$ cat src/rtl/rtc_alarm_pkg.sv
package rtc_alarm_pkg;
    typedef enum logic {
        ST_ARMED = 1'b0,
        ST_HELD  = 1'b1
    } alarm_state_e;

    localparam logic [1:0] ADDR_MIN  = 2'd0;
    localparam logic [1:0] ADDR_HOUR = 2'd1;
    localparam logic [1:0] ADDR_MASK = 2'd2;
    localparam logic [1:0] ADDR_CTRL = 2'd3;
endpackage

$ cat src/rtl/rtc_alarm_regs.sv
module rtc_alarm_regs #(
    parameter int DAYS    = 7,
    parameter int FIELD_W = 8,
    parameter int EN_BIT  = 4,
    parameter int CLR_BIT = 0
) (
    input  logic               clk,
    input  logic               rst_n,
    input  logic               we,
    input  logic [1:0]         addr,
    input  logic [FIELD_W-1:0] wdata,
    output logic [FIELD_W-1:0] alm_min,
    output logic [FIELD_W-1:0] alm_hour,
    output logic [DAYS-1:0]    alm_mask,
    output logic               alm_en,
    output logic               clr_pulse
);
    import rtc_alarm_pkg::*;

    always_ff @(posedge clk or negedge rst_n) begin
        if (!rst_n) begin
            alm_min  <= '0;
            alm_hour <= '0;
            alm_mask <= '0;
            alm_en   <= 1'b0;
        end else if (we) begin
            unique case (addr)
                ADDR_MIN:  alm_min  <= wdata;
                ADDR_HOUR: alm_hour <= wdata;
                ADDR_MASK: alm_mask <= wdata[DAYS-1:0];
                ADDR_CTRL: alm_en   <= wdata[EN_BIT];
            endcase
        end
    end

    assign clr_pulse = we && (addr == ADDR_CTRL) && wdata[CLR_BIT];
endmodule

$ cat src/rtl/rtc_alarm_match.sv
module rtc_alarm_match #(
    parameter int DAYS    = 7,
    parameter int FIELD_W = 8,
    localparam int WDAY_W = $clog2(DAYS + 1)
) (
    input  logic [FIELD_W-1:0] cur_min,
    input  logic [FIELD_W-1:0] cur_hour,
    input  logic [WDAY_W-1:0]  cur_wday,
    input  logic [FIELD_W-1:0] alm_min,
    input  logic [FIELD_W-1:0] alm_hour,
    input  logic [DAYS-1:0]    alm_mask,
    output logic               hit
);
    logic [DAYS-1:0] day_sel;

    for (genvar d = 0; d < DAYS; d++) begin : g_day
        assign day_sel[d] = alm_mask[d] && (cur_wday == WDAY_W'(d));
    end

    assign hit = (cur_min == alm_min) && (cur_hour == alm_hour) && (|day_sel);
endmodule

$ cat src/rtl/rtc_alarm_fsm.sv
module rtc_alarm_fsm (
    input  logic                        clk,
    input  logic                        rst_n,
    input  logic                        hit,
    input  logic                        alm_en,
    input  logic                        clr_pulse,
    output rtc_alarm_pkg::alarm_state_e st,
    output logic                        flag,
    output logic                        irq
);
    import rtc_alarm_pkg::*;

    alarm_state_e st_nxt;
    logic         fire;

    always_comb begin
        st_nxt = st;
        fire   = 1'b0;
        unique case (st)
            ST_ARMED: if (hit) begin
                st_nxt = ST_HELD;
                fire   = alm_en;
            end
            ST_HELD: if (!hit) st_nxt = ST_ARMED;
        endcase
    end

    always_ff @(posedge clk or negedge rst_n) begin
        if (!rst_n) st <= ST_ARMED;
        else        st <= st_nxt;
    end

    always_ff @(posedge clk or negedge rst_n) begin
        if (!rst_n)         flag <= 1'b0;
        else if (fire)      flag <= 1'b1;
        else if (clr_pulse) flag <= 1'b0;
    end

    assign irq = flag && alm_en;
endmodule

$ cat src/rtl/rtc_alarm_cmp.sv
module rtc_alarm_cmp #(
    parameter int DAYS    = 7,
    parameter int FIELD_W = 8,
    parameter int EN_BIT  = 4,
    parameter int CLR_BIT = 0,
    localparam int WDAY_W = $clog2(DAYS + 1)
) (
    input  logic               clk,
    input  logic               rst_n,
    input  logic               cfg_we,
    input  logic [1:0]         cfg_addr,
    input  logic [FIELD_W-1:0] cfg_wdata,
    input  logic [FIELD_W-1:0] cur_min,
    input  logic [FIELD_W-1:0] cur_hour,
    input  logic [WDAY_W-1:0]  cur_wday,
    output logic               alarm_irq
);
    logic [FIELD_W-1:0]         alm_min, alm_hour;
    logic [DAYS-1:0]            alm_mask;
    logic                       alm_en, clr_pulse, hit, flag;
    rtc_alarm_pkg::alarm_state_e st;

    rtc_alarm_regs #(.DAYS(DAYS), .FIELD_W(FIELD_W), .EN_BIT(EN_BIT), .CLR_BIT(CLR_BIT)) u_regs (
        .clk(clk), .rst_n(rst_n), .we(cfg_we), .addr(cfg_addr), .wdata(cfg_wdata),
        .alm_min(alm_min), .alm_hour(alm_hour), .alm_mask(alm_mask),
        .alm_en(alm_en), .clr_pulse(clr_pulse)
    );

    rtc_alarm_match #(.DAYS(DAYS), .FIELD_W(FIELD_W)) u_match (
        .cur_min(cur_min), .cur_hour(cur_hour), .cur_wday(cur_wday),
        .alm_min(alm_min), .alm_hour(alm_hour), .alm_mask(alm_mask), .hit(hit)
    );

    rtc_alarm_fsm u_fsm (
        .clk(clk), .rst_n(rst_n), .hit(hit), .alm_en(alm_en), .clr_pulse(clr_pulse),
        .st(st), .flag(flag), .irq(alarm_irq)
    );
endmodule

$ cat config.mk
export PLATFORM = sky130hd
export DESIGN_NAME = rtc_alarm_cmp
export DESIGN_NICKNAME = d
export VERILOG_FILES = /design/src/rtl/rtc_alarm_pkg.sv /design/src/rtl/rtc_alarm_regs.sv /design/src/rtl/rtc_alarm_match.sv /design/src/rtl/rtc_alarm_fsm.sv /design/src/rtl/rtc_alarm_cmp.sv
export SDC_FILE = /design/constraint.sdc
export NUM_CORES = 1
export LEC_CHECK = 0
export BUFFER_PORTS_ARGS = -buffer_cell sky130_fd_sc_hd__buf_2
export CAP_MARGIN = 20
export CORE_MARGIN = 2
export CORE_UTILIZATION = 46
export CTS_CLUSTER_DIAMETER = 150
export DETAILED_ROUTE_END_ITERATION = 12
export PLACE_DENSITY = 0.81
export SLEW_MARGIN = 20
export SYNTH_ARGS = -nofsm -noshare
export SYNTH_HDL_FRONTEND = slang
export SYNTH_HIERARCHICAL = 1
export SYNTH_SLANG_ARGS = --single-unit
$ cat constraint.sdc
create_clock -name clk -period 1.41 [get_ports clk]
set_input_delay 0.282 -clock clk [delete_from_list [all_inputs] [get_ports clk]]
set_output_delay 0.282 -clock clk [all_outputs]
set_load 0.01 [all_outputs]
# Word-level counts from Yosys, hierarchy flattened
# Cells that the tools add are included.
# totals
inputBits	32
out_inout_bits	1
ff_bits	26
wordCells	42
# classes
n_reduce_logical	20
mux	5
n_eq_ne	11
# ops
cell	n
$eq 8x8->1	2
$logic_and 1x1->1	12
$eq 3x3->1 const B	3
$reduce_and 2->1	4
$reduce_or 7->1	1
$eq 3x2->1 const B	2
$mux 1	5
$eq 2x2->1 const B	2
$eq 3x1->1 const B	1
$logic_not 3->1	1
$eq 2x1->1 const B	1
$logic_not 2->1	1
$reduce_bool 2->1	1

# Logic depth before layout (Yosys ltp)
# Gate-level depths: netlist of run 1.
# depth
depth_word	7
ltp_mapped	6
depth_no_buf	6

# By module
# The synthesis of run 1 kept the hierarchy.
# by_module_without_submodules
mod	instances	seq_area_each_um2	cells_each	area_per_inst_um2
rtc_alarm_regs	1	600.6	54	924.6
rtc_alarm_match	1	0.0	28	239.0
rtc_alarm_fsm	1	50.0	6	77.6

# Least setup slack after synthesis of run 1
# No wires, ideal clock.
# synth_path
path_kind	register -> register
from	register u_regs.alm_hour[4]
to	register u_fsm.flag
n_path_buf	0
stages_incl_launch_ff	7
setup_time_ns	0.080
arrival_ns	1.355
required_time_ns	1.330
slack_ns	-0.025
synth_period_minus_slack_ns	1.435
path_cell_list	dfrtp_1 -> xor2_1 -> nor4_2 -> nand4_1 -> nor4_1 -> nand2_1 -> o22ai_2
# synth_between
elab_chain_len	6
elab_cells_between_ends	7
classes_between	1 x eq/ne; 3 x mux; 3 x reduce/logical
# synth_rtl
item	line	rtl
from (decl)	rtc_alarm_regs.sv:13	output logic [FIELD_W-1:0] alm_hour,
from (signal assigned)	rtc_alarm_regs.sv:29	ADDR_HOUR: alm_hour <= wdata;
$eq 8x8->1 *	rtc_alarm_match.sv:20	assign hit = (cur_min == alm_min) && (cur_hour == alm_hour) && (|day_sel);
$logic_and 1x1->1 * (2 in a row)	rtc_alarm_match.sv:20	
via hit	rtc_alarm_cmp.sv:20	logic alm_en, clr_pulse, hit, flag;
$mux 1 *	rtc_alarm_fsm.sv:20	ST_ARMED: if (hit) begin
$mux 1 *	rtc_alarm_fsm.sv:19	unique case (st)
$mux 1 or $reduce_bool 2->1 (tied branches)	-	
to (signal assigned)	rtc_alarm_fsm.sv:34	if (!rst_n) flag <= 1'b0;
to (signal assigned)	rtc_alarm_fsm.sv:35	else if (fire) flag <= 1'b1;
to (signal assigned)	rtc_alarm_fsm.sv:36	else if (clr_pulse) flag <= 1'b0;
to (decl)	rtc_alarm_fsm.sv:8	output logic flag,
# Mark *: on every way through the listed nets, which the timed path passes. The rest lies on a longest branch.
# A chain may end at the register's enable or synchronous reset.

# Worst setup path after layout of run 1
# layout_path
from	register u_regs.alm_min[7]
to	register u_fsm.flag
# layout_between
elab_chain_len	6
elab_cells_between_ends	7
classes_between	1 x eq/ne; 3 x mux; 3 x reduce/logical
# layout_rtl
item	line	rtl
from (decl)	rtc_alarm_regs.sv:12	output logic [FIELD_W-1:0] alm_min,
from (signal assigned)	rtc_alarm_regs.sv:28	ADDR_MIN: alm_min <= wdata;
$eq 8x8->1 *	rtc_alarm_match.sv:20	
$logic_and 1x1->1 * (2 in a row)	rtc_alarm_match.sv:20	
via hit	rtc_alarm_cmp.sv:20	
$mux 1 *	rtc_alarm_fsm.sv:20	
$mux 1 *	rtc_alarm_fsm.sv:19	
$mux 1 or $reduce_bool 2->1 (tied branches)	-	
# Marked as above.

==> metrics.csv, run 1 <==
metric,value,unit
endpoint,u_fsm/flag$_DFFE_PN0P_,
antenna_found_initial,0,
drt_iter0_drc,13,
die_h,55.9,um
fin_ws,-0.0632,ns
ys_ff_latch,26,
via_count,826,
peakVddDrop,0.766,mV
timing.final.crit_period,1.47,ns
ant_nets,0,
drtPass1Iterations,4,
synth_nets,120,
rsz0062_at_grt,true,
outcome,finished with violations,
die_x,55.9,um
wire_per_inst,15.3,um
multiInputGateArea,589,um2
numPortBuffers,32,
cts.reportedPaths.clkPinSlew,0.13,ns
worst_slew_pin_slew,0.565,ns
ioPinCount,33,
p_leak,0.688,nW
fin_area,1510,um2
seq_area,651,um2
h-tree-depth,1,
crit_fanout,2,
row_count,18,
cp-startpoint,u_regs/alm_min[7]$_DFFE_PN0P_,
clock.fmax,679,MHz
maxSlewViolCount,0,
yosysTopAreaCell,dfrtp_1,
hp-class,input port to flop,
cts_max_path_buffers,2,
clkSinkCount,26,
worstHoldPathCells,2,
start_util,49.2,%
worstPathRequired,1.66,ns
r2r_end,u_fsm/flag$_DFFE_PN0P_,
hold_slack,0.222,ns
nNetsFinal,161,
drive_gt1_share,55.1,%
pre_cts_ws,-0.147,ns
ys_warn_count,6,
gr-total-overflow,0,
cts_buffers,3,
viasPerCell,5.26,
syn_inst,88,
cp-end-kind,flop,
drt-total-wl,2.40,mm
cp.arrival,1.72,ns
finalHoldViolCount,0,
synth.cell_area,1240,um2
cts_tree,yes,
die_area,3130,um2
hp-start,cfg_wdata[7],
coreArea,2520,um2
gp_congestion,0.745,
grt_max_degree,27,
layout_common_cells,"buf_2, dfrtp_1, mux2_2",
yosysUniqueCellTypes,21,
reg2reg_depth,6,
cp-start-kind,flop,
dpl_cell_area,1470,um2
fin_tns_setup,-0.0632,ns
setup_viol,1,
slew_headroom,62.3,%
grt_pass1_wl,3.97,mm
path_class,flop to flop,
grt.total_usage,16.6,%
drc,0,
cellPowerDensity,1090,nW/um2
syn_avg_cell_area,14.1,um2
yosysTopAreaCellShare,52.4,%
fill_cells,224,
clk_latency,0.31,ns
yosys-top-cells-area,"dfrtp_1, mux2_2, xor2_1, xnor2_1, mux4_2",
synth_seq_area_share,52.4,%
skew,0.00467,ns
final_common_cell,buf_2,
regToRegStartpoint,u_regs/alm_min[7]$_DFFE_PN0P_,
place_hpwl,1.84,mm
reg2reg_slack,-0.06,ns
violations,setup timing,
cap_violations,0,
root_buffer,clkbuf_4,
area_growth,21.9,%
antenna-diode-count,0,
fin_crit_sh,104,%
grt_pass1_vias,883,
kinds of logic (layout without fill, tap and decap cells):
group	Yosys count	count (layout)	share of synthesized area [%]
multiplexers	26	26	24.4
AND/OR/NAND/NOR	15	15	9.37
AO/OA/AOI/OAI	3	3	1.92
XOR/XNOR	16	16	11.3
flip-flops	26	26	52.4
buffers and inverters	2	41	0.605
flip-flops by register name (all words and copies together) (netlist names):
name and flops:
u_regs/alm_min 8, u_fsm/flag 1, u_regs/alm_mask 7, u_fsm/st 1
u_regs/alm_en 1, u_regs/alm_hour 8
synthesized netlist by cell type (all sizes together):
master / instances
o22ai: 1
a31oi: 1
nand2: 1
nand3: 3
dfrtp: 26
nand3b: 3
mux2i: 1
inv: 2
nor2: 1
nand2b: 1
nand4: 1
o21ai: 1
xor2: 9
nor3b: 1
nor4: 3
xnor2: 7
mux4: 1
and2: 1
mux2: 24
area by class of cell:
cell class / count / share of cell area (%)
Clock buffer: 3 / 1.49
Inverter: 2 / 0.496
Multi-Input combinational cell: 60 / 39.0
Sequential cell: 26 / 43.0
Tap cell: 30 / 2.48
Timing Repair Buffer: 36 / 13.6
critical path, stage by stage (launching register included):
cell,delay (ns)
dfrtp_1,0.41
xor2_1,0.14
nor4_1,0.28
nand3_1,0.14
nor4_2,0.26
nand2_1,0.10
o22ai_2,0.08
where the power goes:
group	internal [W]	switching, W	total (W)
clock network	0.0000998	0.000199	0.000298
logic	0.000234	0.000154	0.000388
registers	0.000877	0.0000825	0.000959
layer usage:
layer	global-route usage, %	wire (um)	vias to the layer above
li1	-	-	395
met1	22.5	1060	403
met2	26.4	1180	26
met3	3.95	140	2
met4	5.10	19	0
met5	0	0	-
repair_timing:
| item | in CTS | in global routing |
|---|---|---|
| endpoints found under the hold margin | 26 | 0 |
| hold buffers | 1 | 0 |
| pin swaps | 2 | 4 |
| gates resized for setup | 0 | 0 |
| setup buffers | 0 | 1 |
| setup endpoints to repair | 2 | 2 |
worst min-delay path by stage:
stage | end | slack, ns
2_1_floorplan | u_fsm/flag$_DFFE_PN0P_ | -0.01
3_3_place_gp | u_regs/alm_min[0]$_DFFE_PN0P_ | 0.30
3_5_place_dp | u_regs/alm_min[0]$_DFFE_PN0P_ | 0.31
4_1_cts | u_regs/alm_hour[7]$_DFFE_PN0P_ | 0.21
5_1_grt | u_regs/alm_hour[7]$_DFFE_PN0P_ | 0.20
6_report | u_regs/alm_hour[7]$_DFFE_PN0P_ | 0.22
stage by stage:
step                      utilization (%)  cells  power, W
after floorplan                         -     88   0.00121
after global placement               58.4    152   0.00133
after detailed placement             58.4    152   0.00136
after CTS                            59.7    156   0.00166
after global routing                 60.0    157   0.00175
final                                60.0    157   0.00165
Note: power is estimated with default switching activity, not from simulation.
==> run 2, diff against run 1 <==
--- a/config.mk
+++ b/config.mk
@@ -15,5 +15,4 @@
 export SLEW_MARGIN = 20
 export SYNTH_ARGS = -nofsm -noshare
 export SYNTH_HDL_FRONTEND = slang
-export SYNTH_HIERARCHICAL = 1
 export SYNTH_SLANG_ARGS = --single-unit
==> run 2 against run 1 <==
Effect of this change:
- sequential share of layout area rose by 0.39 points
- sequential power barely moved
- cell count did not move
- combinational power fell by 5%
- non-clock buffer count fell by 2
- synthesized cell count rose by 2.3%
- the flow now finishes without violations
- clock power rose by 4%
- die area fell by 0.84%
- register-to-register slack improved by 0.15 ns
- highest routed layer unchanged
- setup slack improved by 0.15 ns
- largest power group unchanged
==> metrics.csv, run 2 <==
metric,value,unit
outcome,"complete, no violations",
fin_ws,0.0851,ns
drt-total-wl,2.37,mm
pwr-share-clk,18.9,%
clk_latency,0.32,ns
fin_crit_sh,94.0,%
regToRegStartpoint,u_regs.alm_min[7]$_DFFE_PN0P_,
grt.total_usage,17.8,%
path_class,flop to flop,
fin_tns_setup,0,ns
internal_power,0.00119,W
reg2reg_depth,4,
pre_cts_ws,0.0503,ns
cts_buffers,3,
start_util,49.2,%
hp-start,cfg_wdata[7],
antenna_found_initial,0,
cts.reportedPaths.clkPinSlew,0.13,ns
skew,0.00339,ns
grt_max_degree,27,
h-tree-depth,1,
row_count,18,
syn_inst,90,
ant_nets,0,
layout_common_cells,"buf_2, dfrtp_1, mux2_2",
synthXorXnorAreaFrac,11.4,%
async_flop_share,100,%
drt_iter0_drc,7,
power,0.00164,W
cpPeakStageDelay,0.41,ns
cellPowerDensity,1090,nW/um2
drtPass1Iterations,2,
ys_ff_latch,26,
grt_pass1_wl,4.27,mm
timing.final.crit_period,1.32,ns
reg_top3,"u_regs.alm_hour (8), u_regs.alm_min (8), u_regs.alm_mask (7)",
synth-edff-count,0,
crit_chain,xor2_1 -> nor4_2 -> nand3_1 -> and3b_1,
ys.flop_type,dfrtp_1,
peakVddDrop,0.751,mV
cp-end-kind,flop,
gr-total-overflow,0,
worstPathRequired,1.67,ns
synth_nets,122,
path_buf_inv,0,
drive_gt1_share,52.0,%
grt_pass1_vias,916,
cts_setup_buffers,0,
hp-class,input port to flop,
cp-startpoint,u_regs.alm_min[7]$_DFFE_PN0P_,
synth-compound-area-share,3.46,%
finalHoldViolCount,0,
synth.cell_area,1230,um2
numPortBuffers,32,
root_buffer,clkbuf_4,
yosysTopAreaCellShare,52.9,%
yosysTopAreaCell,dfrtp_1,
yosysUniqueCellTypes,24,
drc,0,
cap_violations,0,
slew_headroom,63.1,%
synth_fa_ha_area_share,0,%
clkSinkCount,26,
gp_congestion,0.733,
syn_avg_cell_area,13.7,um2
die_x,55.7,um
rsz0062_at_grt,true,
clock.fmax,755,MHz
antenna-diode-count,0,
p_leak,0.681,nW
p_switching,0.000445,W
ioPinCount,33,
ys_warn_count,0,
coreArea,2500,um2
cts_tree,yes,
maxSlewViolCount,0,
worst_slew_pin_slew,0.554,ns
path_delay_family,simple AND/OR/NAND/NOR gates,
cp.arrival,1.59,ns
cp-start-kind,flop,
wire_per_inst,15.1,um
fill_cells,217,
setup_viol,0,
area_growth,21.9,%
synthSimpleGateAreaFrac,9.97,%
slowest_stage,dfrtp_1,
p_sw_share,27.2,%
cts_max_path_buffers,2,
via_count,848,
nNetsFinal,161,
die_area,3100,um2
synth_top_family_by_area,multiplexers,
cp.depth,4,
seq_power_share,58.5,%
die_h,55.7,um
final_cells,157,
postLayoutCoreUtil,60.0,%
final_common_cell,buf_2,
worstHoldPathCells,2,
crit_fanout,2,
synth_seq_area_share,52.9,%
yosys-top-cells-area,"dfrtp_1, mux2_2, xor2_1, xnor2_1, mux4_2",
viasPerCell,5.40,
synth_common_cells,"dfrtp_1, mux2_2, xor2_1",
yosysMostFrequentCell,dfrtp_1,
combPwrFrac,22.6,%
synth.area.mux_share,22.0,%
dp.cells,153,
run 2: changes by cell type after synthesis, moves of 2 or more:
| cell | delta |
|---|---|
| xnor2_1 | -3 |
| o21ai_0 | +2 |
| xor2_1 | +3 |
| mux2_2 | -2 |
run 2: final timing paths:
kind	to	slack [ns]
min in group asynchronous	u_regs.alm_mask[2]$_DFFE_PN0P_	0.47
max	u_fsm.st$_DFF_PN0_	0.09
max reg2reg	u_fsm.st$_DFF_PN0_	0.09
min	u_regs.alm_min[7]$_DFFE_PN0P_	0.21
min reg2reg	u_regs.alm_mask[2]$_DFFE_PN0P_	0.52
max in group asynchronous	u_regs.alm_mask[4]$_DFFE_PN0P_	0.58
run 2: kinds of logic (layout without fill, tap and decap cells):
logic type             count (synthesis)  after routing
buffers and inverters                  1             38
XOR/XNOR                              16             16
AO/OA/AOI/OAI                          7              7
flip-flops                            26             26
AND/OR/NAND/NOR                       17             17
multiplexers                          23             23
run 2: power by group through the flow:
stage / Combinational [W] / Clock, W / Sequential [W]
after floorplan: 0.000241 / 0 / 0.000947
after global placement: 0.000342 / 0 / 0.000964
after detailed placement: 0.000355 / 0 / 0.000975
after CTS: 0.000358 / 0.000315 / 0.000959
after global routing: 0.000414 / 0.000345 / 0.000974
final: 0.000369 / 0.000309 / 0.000957
run 2: per-stage QoR:
stage	cell area, um2	hold slack (ns)
3_5_place_dp	1450	0.307
5_1_grt	1500	0.207
2_1_floorplan	1230	-0.0136
3_3_place_gp	1450	0.304
6_report	1500	0.206
4_1_cts	1480	0.202
run 2: final cells by class:
| cell class | count | area (um2) | share of cell area (%) |
|---|---|---|---|
| Clock buffer | 3 | 22.5 | 1.50 |
| Tap cell | 30 | 37.5 | 2.50 |
| Inverter | 1 | 3.75 | 0.250 |
| Multi-Input combinational cell | 63 | 594 | 39.6 |
| Timing Repair Buffer | 34 | 190 | 12.7 |
| Sequential cell | 26 | 651 | 43.4 |
run 2: metal layers:
layer / routed length, um / vias to the layer above / GRT usage [%]
met2: 1240 / 23 / 29.3
met3: 107 / 4 / 3.49
met1: 1000 / 424 / 23.5
li1: - / 397 / -
met5: 0 / - / 0
met4: 20 / 0 / 6.27
run 2: timing repair:
item	CTS	global route
resized for setup	0	3
endpoints found under the setup margin	0	2
endpoints found under the hold margin	26	0
hold buffers	1	0
==> run 3, diff against run 2 <==
--- a/config.mk
+++ b/config.mk
@@ -12,7 +12,7 @@
 export CTS_CLUSTER_DIAMETER = 150
 export DETAILED_ROUTE_END_ITERATION = 12
 export PLACE_DENSITY = 0.81
-export SLEW_MARGIN = 20
+export SETUP_SLACK_MARGIN = 0.5
 export SYNTH_ARGS = -nofsm -noshare
 export SYNTH_HDL_FRONTEND = slang
 export SYNTH_SLANG_ARGS = --single-unit
==> run 3 against run 2 <==
Effect of this change:
- total power increased by 18%
- die area unchanged
- cell count increased by 5.1%
- largest power group unchanged
- highest routed layer unchanged
==> metrics.csv, run 3 (same netlist as run 2, synthesis figures left out) <==
metric,value,unit
outcome,"complete, no violations",
reg2reg_depth,4,
die_x,55.7,um
drive_gt1_share,54.8,%
cts_tree,yes,
path_buf_inv,0,
cp-start-kind,flop,
place_hpwl,1.84,mm
ant_nets,0,
path_delay_family,simple AND/OR/NAND/NOR gates,
peakVddDrop,1.06,mV
via_count,858,
crit_fanout,2,
start_util,49.2,%
fill_cells,192,
postLayoutCoreUtil,65.8,%
drc,0,
cap_violations,0,
reg_top3,"u_regs.alm_hour (8), u_regs.alm_min (8), u_regs.alm_mask (7)",
numPortBuffers,32,
cp.arrival,1.60,ns
worstHoldPathCells,2,
grt_pass1_wl,4.27,mm
p_leak,0.785,nW
ioPinCount,33,
hp-class,input port to flop,
gr-total-overflow,0,
slew_headroom,77.1,%
cts.reportedPaths.clkPinSlew,0.14,ns
cp.depth,4,
h-tree-depth,1,
fin_crit_sh,94.8,%
setup_viol,0,
viasPerCell,5.20,
layout_common_cells,"buf_2, dfrtp_1, xor2_1, mux2_2, mux2_4",
timing.final.crit_period,1.34,ns
drtPass1Iterations,4,
nNetsFinal,168,
crit_chain,xor2_1 -> nor4_2 -> nand3_1 -> and3b_1,
worst_slew_pin_slew,0.344,ns
cp-end-kind,flop,
clock.fmax,748,MHz
grt_pass1_vias,938,
maxSlewViolCount,0,
root_buffer,clkbuf_4,
drt_iter0_drc,11,
coreArea,2500,um2
gp_congestion,0.725,
die_h,55.7,um
clk_latency,0.33,ns
fin_tns_setup,0,ns
worstPathRequired,1.67,ns
wire_per_inst,14.4,um
drt-total-wl,2.38,mm
finalHoldViolCount,0,
clkSinkCount,26,
area_growth,33.8,%
cpPeakStageDelay,0.43,ns
antenna_found_initial,0,
grt.total_usage,17.6,%
row_count,18,
die_area,3100,um2
cts_max_path_buffers,2,
path_class,flop to flop,
skew,0.0125,ns
cellPowerDensity,1180,nW/um2
rsz0062_at_grt,true,
slowest_stage,dfrtp_1,
grt_max_degree,27,
final_common_cell,buf_2,
cts_buffers,3,
antenna-diode-count,0,
-- run 3: cell types whose count changed in the layout (fill, tap and decap cells not counted), moves of 2 or more --
cell and change:
nor4_1 +2, mux2_4 +10, mux2_2 -10, buf_4 +2, nor4_2 -2, buf_6 +5
-- run 3: repair_timing --
item | in CTS | in global routing
hold endpoints to repair | 26 | 0
buffers inserted | 4 | 3
endpoints found under the setup margin | 5 | 34
hold buffers | 1 | 0
pin swaps | 0 | 4
gates resized for setup | 0 | 11
-- run 3: report_power, final --
part	switching, W	internal (W)	leakage (nW)
registers	0.0000882	0.000875	0.312
logic	0.000164	0.000306	0.445
clock network	0.000215	0.000288	0.0279
-- run 3: metal layers --
layer	wire [um]	up-vias	global-route usage [%]
li1	-	413	-
met4	10	0	3.14
met1	1050	417	21.9
met3	138	3	5.35
met2	1180	25	30.6
met5	0	-	0
-- run 3: final timing paths --
check | slack, ns | from | end
min in group asynchronous | 0.40 | rst_n | u_regs.alm_hour[5]$_DFFE_PN0P_
hold / removal | 0.21 | cfg_wdata[7] | u_regs.alm_min[7]$_DFFE_PN0P_
max in group asynchronous | 0.72 | rst_n | u_regs.alm_min[3]$_DFFE_PN0P_
setup reg to reg | 0.07 | u_regs.alm_min[5]$_DFFE_PN0P_ | u_fsm.st$_DFF_PN0_
setup / recovery | 0.07 | u_regs.alm_min[5]$_DFFE_PN0P_ | u_fsm.st$_DFF_PN0_
hold reg to reg | 0.52 | u_regs.alm_mask[4]$_DFFE_PN0P_ | u_regs.alm_mask[4]$_DFFE_PN0P_
-- run 3: layout make-up --
cell class / count / area [um2] / share of cell area [%]
Sequential cell: 26 / 652 / 39.6
Inverter: 1 / 3.75 / 0.228
Multi-Input combinational cell: 63 / 636 / 38.6
Tap cell: 30 / 37.5 / 2.28
Clock buffer: 3 / 22.5 / 1.37
Timing Repair Buffer: 41 / 264 / 16.0
Clock inverter: 1 / 30.0 / 1.83
-- run 3: per-stage QoR --
step	hold slack (ns)	cells	power (W)	area, um2	worst slack, ns
5_1_grt	0.197	165	0.00204	1650	-0.0582
3_5_place_dp	0.305	153	0.00136	1490	0.0581
4_1_cts	0.200	162	0.00189	1580	0.0327
6_report	0.207	165	0.00194	1650	0.0736
2_1_floorplan	-0.0136	90	0.00122	1270	0.191
3_3_place_gp	0.297	153	0.00134	1490	0.106
